### config.mk
export PLATFORM = sky130hd
export DESIGN_NAME = evirq_regs
export DESIGN_NICKNAME = d
export VERILOG_FILES = /design/src/rtl/evirq_pkg.sv /design/src/rtl/evirq_sticky_bit.sv /design/src/rtl/evirq_mask_reg.sv /design/src/rtl/evirq_irq_out.sv /design/src/rtl/evirq_regs.sv
export SDC_FILE = /design/constraint.sdc
export NUM_CORES = 1
export LEC_CHECK = 0
export ABC_AREA = 1
export ABC_CLOCK_PERIOD_IN_PS = 800
export BUFFER_PORTS_ARGS = -buffer_cell sky130_fd_sc_hd__buf_4
export CAP_MARGIN = 10
export CELL_PAD_IN_SITES_DETAIL_PLACEMENT = 0
export CELL_PAD_IN_SITES_GLOBAL_PLACEMENT = 1
export CORE_ASPECT_RATIO = 1.1
export CORE_MARGIN = 1.5
export CORE_UTILIZATION = 22
export CTS_CLUSTER_SIZE = 20
export DETAILED_ROUTE_END_ITERATION = 8
export HOLD_SLACK_MARGIN = 0.1
export PLACE_DENSITY = 0.74
export SYNTH_ARGS = -nofsm -noshare
export SYNTH_HDL_FRONTEND = slang
export SYNTH_HIERARCHICAL = 1
export SYNTH_SLANG_ARGS = --single-unit
### constraint.sdc
create_clock -name clk -period 0.8 [get_ports clk]
set_input_delay 0.12 -clock clk [delete_from_list [all_inputs] [get_ports clk]]
set_output_delay 0.12 -clock clk [all_outputs]
set_load 0.01 [all_outputs]
### src/rtl/evirq_pkg.sv
package evirq_pkg;

   localparam int NUM_SRC = 6;

   // status bit positions (software decodes these)
   localparam int B_RX    = 0;
   localparam int B_TX    = 1;
   localparam int B_TXE   = 2;
   localparam int B_ALLOC = 3;
   localparam int B_OVRN  = 4;
   localparam int B_PHY   = 5;

   typedef enum logic {
      SRC_LEVEL = 1'b0,
      SRC_STICKY = 1'b1
   } src_kind_e;

   function automatic src_kind_e kind_of(input int idx);
      if (idx == B_TX || idx == B_TXE || idx == B_OVRN) return SRC_STICKY;
      return SRC_LEVEL;
   endfunction

   function automatic logic reset_val_of(input int idx);
      return (idx == B_TXE) ? 1'b1 : 1'b0;
   endfunction

endpackage

### src/rtl/evirq_sticky_bit.sv
module evirq_sticky_bit #(
   parameter logic RST_VAL = 1'b0
) (
   input  logic clk,
   input  logic rst_n,
   input  logic set_i,
   input  logic clr_i,
   output logic q_o
);

   always_ff @(posedge clk or negedge rst_n) begin
      if (!rst_n)     q_o <= RST_VAL;
      else if (set_i) q_o <= 1'b1;
      else if (clr_i) q_o <= 1'b0;
   end

   // a pulse sets the bit on the next edge
   a_r3_set_latches: assert property (@(posedge clk) disable iff (!rst_n)
      set_i |=> q_o);

   // an acknowledge without a competing set clears the bit
   a_r4_ack_clears: assert property (@(posedge clk) disable iff (!rst_n)
      (clr_i && !set_i) |=> !q_o);

   // set wins over acknowledge in the same cycle
   a_r6_set_wins: assert property (@(posedge clk) disable iff (!rst_n)
      (clr_i && set_i) |=> q_o);

   // with neither set nor acknowledge the bit holds
   a_r4_holds: assert property (@(posedge clk) disable iff (!rst_n)
      (!clr_i && !set_i) |=> $stable(q_o));

endmodule

### src/rtl/evirq_mask_reg.sv
module evirq_mask_reg #(
   parameter int           BYTE_W = 8,
   parameter logic [7:0]   GUARD  = 8'h80
) (
   input  logic              clk,
   input  logic              rst_n,
   input  logic              wr_i,
   input  logic [BYTE_W-1:0] wdata_i,
   output logic [BYTE_W-1:0] q_o
);

   localparam logic [BYTE_W-1:0] KEEP = ~BYTE_W'(GUARD);

   always_ff @(posedge clk or negedge rst_n) begin
      if (!rst_n)    q_o <= '0;
      else if (wr_i) q_o <= wdata_i & KEEP;
   end

   // guarded bits never read back as 1
   a_r7_guard_clear: assert property (@(posedge clk) disable iff (!rst_n)
      (q_o & ~KEEP) == '0);

   // mask changes only on a mask-byte write
   a_r8_mask_holds: assert property (@(posedge clk) disable iff (!rst_n)
      !wr_i |=> $stable(q_o));

endmodule

### src/rtl/evirq_irq_out.sv
module evirq_irq_out #(
   parameter int WIDTH      = 8,
   parameter bit REGISTERED = 1'b1
) (
   input  logic             clk,
   input  logic             rst_n,
   input  logic [WIDTH-1:0] stat_i,
   input  logic [WIDTH-1:0] mask_i,
   output logic             irq_o
);

   logic hit;
   assign hit = |(stat_i & mask_i);

   if (REGISTERED) begin : g_reg
      logic irq_q;
      always_ff @(posedge clk or negedge rst_n) begin
         if (!rst_n) irq_q <= 1'b0;
         else        irq_q <= hit;
      end
      assign irq_o = irq_q;

      // output follows the previous cycle's status and mask
      a_r9_irq_latency: assert property (@(posedge clk) disable iff (!rst_n)
         1'b1 |=> (irq_o == $past(|(stat_i & mask_i))));

      // no enabled bit in the previous cycle means no request
      a_r10_masked_quiet: assert property (@(posedge clk) disable iff (!rst_n)
         ((stat_i & mask_i) == '0) |=> !irq_o);
   end else begin : g_comb
      assign irq_o = hit;
   end

endmodule

### src/rtl/evirq_regs.sv
module evirq_regs
   import evirq_pkg::*;
#(
   parameter int         BYTE_W    = 8,
   parameter logic [7:0] MASK_GUARD = 8'h80,
   parameter bit         IRQ_REG   = 1'b1
) (
   input  logic                clk,
   input  logic                rst_n,
   input  logic                wr_en_i,
   input  logic [1:0]          wr_be_i,
   input  logic [2*BYTE_W-1:0] wr_data_i,
   output logic [2*BYTE_W-1:0] rd_data_o,
   input  logic                evt_tx_i,
   input  logic                evt_txe_i,
   input  logic                evt_ovrn_i,
   input  logic                lvl_rx_i,
   input  logic                lvl_alloc_i,
   input  logic                lvl_phy_i,
   output logic                irq_o
);

   localparam int PAIR_W = 2 * BYTE_W;

   if (BYTE_W < NUM_SRC) begin : g_bad_width
      $error("evirq_regs: BYTE_W must hold all sources");
   end
   if (BYTE_W != 8) begin : g_bad_byte
      $error("evirq_regs: byte lanes must be 8 bits");
   end

   logic [NUM_SRC-1:0] src_in;
   logic [BYTE_W-1:0]  status;
   logic [BYTE_W-1:0]  mask_q;
   logic [BYTE_W-1:0]  ack_byte;
   logic               ack_wr;
   logic               mask_wr;

   always_comb begin
      src_in         = '0;
      src_in[B_RX]    = lvl_rx_i;
      src_in[B_TX]    = evt_tx_i;
      src_in[B_TXE]   = evt_txe_i;
      src_in[B_ALLOC] = lvl_alloc_i;
      src_in[B_OVRN]  = evt_ovrn_i;
      src_in[B_PHY]   = lvl_phy_i;
   end

   assign ack_wr   = wr_en_i & wr_be_i[0];
   assign mask_wr  = wr_en_i & wr_be_i[1];
   assign ack_byte = wr_data_i[BYTE_W-1:0];

   for (genvar i = 0; i < BYTE_W; i++) begin : g_src
      if (i >= NUM_SRC) begin : g_rsvd
         assign status[i] = 1'b0;
      end else if (kind_of(i) == SRC_STICKY) begin : g_sticky
         evirq_sticky_bit #(.RST_VAL(reset_val_of(i))) u_bit (
            .clk   (clk),
            .rst_n (rst_n),
            .set_i (src_in[i]),
            .clr_i (ack_wr & ack_byte[i]),
            .q_o   (status[i])
         );
      end else begin : g_level
         assign status[i] = src_in[i];
      end
   end

   evirq_mask_reg #(.BYTE_W(BYTE_W), .GUARD(MASK_GUARD)) u_mask (
      .clk     (clk),
      .rst_n   (rst_n),
      .wr_i    (mask_wr),
      .wdata_i (wr_data_i[PAIR_W-1:BYTE_W]),
      .q_o     (mask_q)
   );

   evirq_irq_out #(.WIDTH(BYTE_W), .REGISTERED(IRQ_REG)) u_irq (
      .clk    (clk),
      .rst_n  (rst_n),
      .stat_i (status),
      .mask_i (mask_q),
      .irq_o  (irq_o)
   );

   assign rd_data_o = {mask_q, status};

   // reserved status bits read 0
   a_r2_rsvd_zero: assert property (@(posedge clk) disable iff (!rst_n)
      rd_data_o[7:6] == 2'b00);

   // level bits track their inputs regardless of acknowledge
   a_r5_level_track: assert property (@(posedge clk) disable iff (!rst_n)
      {rd_data_o[B_PHY], rd_data_o[B_ALLOC], rd_data_o[B_RX]} ==
      {lvl_phy_i, lvl_alloc_i, lvl_rx_i});

   // a mask-only write leaves sticky status untouched absent pulses
   a_r8_no_ack_on_mask: assert property (@(posedge clk) disable iff (!rst_n)
      (wr_en_i && !wr_be_i[0] && !evt_tx_i && !evt_txe_i && !evt_ovrn_i)
      |=> $stable({rd_data_o[B_OVRN], rd_data_o[B_TXE], rd_data_o[B_TX]}));

endmodule

==> run metrics <==
status finished, violations left; failing checks negative setup slack; Finished Layout Cells 167; fin. max-slew vios 0; commonest cells after routing, fill and taps aside 40 x nand2_1, 32 x buf_4, 15 x buf_6, 11 x dlygate4sd3_1; layout cells sized above 1 0.397; dpl cells ~140; utilization after layout 0.450; synthesized instance count 78; static leakage 0.625 nW; CP arrival 0.90 ns; critical path fanouts, max 2; Max Cap Viol 0; Final Skew 0.000806 ns; Yosys reg bits 11; post-route ant nets 0; Worst path top cell family by delay flip-flops; Fmax 980 MHz; all-layer global routing usage 0.102; die height 55.9 um; critical path class reg2out; Worst-Skew Late Latency 0.26 ns; wirelength, routed 1.32 mm; Power Density between 1000 and 1500 mW/mm2; Slowest-stage cell, CP dfstp_2; port buffer count 34; final hold slack 0.165 ns; CTS Buf Count 3; worst-path cell chain buf_6; Core ar. about 0.0024 mm2; starting density of the core 0.229; drt pass-1 iters 2; Row Count 19; RSZ-0062 raised after global routing true; crit start category register; Min Clock Period, post-route 1.02 ns; vias in the first global route 570; worst path bufs/invs 1; first-pass GRT wire length around 2.2 mm; final net count about 160; P&R area growth vs syn 96.7%; routability congestion estimate 0.602; area of the die 0.00286 mm2; Iter 0 DRT Violations 2; Reg clk slew, reported paths 0.07 ns; worst hold path class in2reg; Synth cell types 10; clock tree buffer depth 2; largest net degree at the start of global routing 12; setup TNS -1.45 ns; H-tree depth 1; # setup viols final 14; detailed-route DRC error count 0; die span in x just over 50 um; worst setup margin -0.220 ns; CP peak stage delay 0.55 ns; post-DR wirelength/cell 7.92 um; total power draw 1.53 mW; setup slack, reg-to-reg -0.18 ns; syn avg cell area 7.19 um2; part of the cycle the worst path needs 1.27; initial antenna violation count 0; CP endpoint kind output port; CTS tree yes; register area share after synthesis 0.493; commonest non-fill, non-tap cell in the layout nand2_1; Yosys Warn Count 6; CTS Root Cell clkbuf_4; vias 613; grt ovf 0; CTS sink cnt 11; Post-DP HPWL around 1000 um; vias per cell between 3 and 4; Critical Path RT 0.68 ns; Post-Synthesis Cell Area 561 um2; maximum VDD drop 531 uV; n_diodes 0; io pins 44; Fin. Hold Viols 0
==> report_power, final <==
group          internal (mW)  switching (mW)  total (mW)
registers              0.616          0.0427       0.659
logic                  0.323           0.193       0.516
clock network          0.192           0.168       0.360
total                   1.13           0.404        1.53
==> layer usage <==
layer | track usage | vias to the layer above | part of all wire
met4 | 0.0232 | 0 | 0
met3 | 0.0323 | 0 | 0.080
met1 | 0.119 | 262 | 0.43
met5 | 0 | - | 0
li1 | - | 324 | -
met2 | 0.178 | 27 | 0.49
==> stage by stage <==
stage,cell area [um2],worst slack (ns)
floorplan,572,0.0120
global placement,832,0.00500
detailed placement,832,-0.00784
CTS,1090,-0.233
global route,1100,-0.257
finish,1100,-0.220
==> flip-flops by register name (all words and copies together) (netlist names) <==
name and cells:
g_src.g_sticky.u_bit/q_o 3, u_irq/irq_o 1, u_mask/q_o 7
==> cells in the mapped netlist <==
cell type,count,area share
buf_4,6,0.080
buf_6,1,0.020
conb_1,2,0.013
dfrtp_1,10,0.45
dfstp_2,1,0.047
inv_1,10,0.067
inv_2,1,0.0067
nand2_1,41,0.27
nand2_2,1,0.011
nor2_1,5,0.033
==> what timing repair did <==
action                                 in CTS  in global routing
setup endpoints to repair                  12                 15
endpoints found under the hold margin      21                  0
setup buffers                              10                  0
pin swaps                                   0                  2
gates resized for setup                    12                  4
hold buffers                               11                  0
==> worst paths after layout <==
check | from | end | cells past startpoint
setup / recovery | g_src[2].g_sticky.u_bit/q_o | rd_data_o[2] | 1
hold / removal | lvl_alloc_i | u_irq/irq_o | 5
max in group asynchronous | rst_n | g_src[2].g_sticky.u_bit/q_o | 2
setup reg to reg | g_src[2].g_sticky.u_bit/q_o | u_irq/irq_o | 6
min in group asynchronous | rst_n | u_irq/irq_o | 2
hold reg to reg | u_mask/q_o[2] | u_mask/q_o[2] | 2
==> cell type report <==
| type | instances | area (um2) |
|---|---|---|
| Clock buffer | 4 | 26.3 |
| Fill cell | 267 | 1350 |
| Inverter | 11 | 41.3 |
| Multi-Input combinational cell | 52 | 200 |
| Sequential cell | 11 | 277 |
| Tap cell | 31 | 38.8 |
| Timing Repair Buffer | 58 | 519 |
==> kinds of logic after synthesis <==
group         share of synthesized area
flops                             0.493
buf+inv                           0.174
other cells                      0.0134
simple gates                      0.319
No activity file was read; power rests on OpenSTA's default activity.
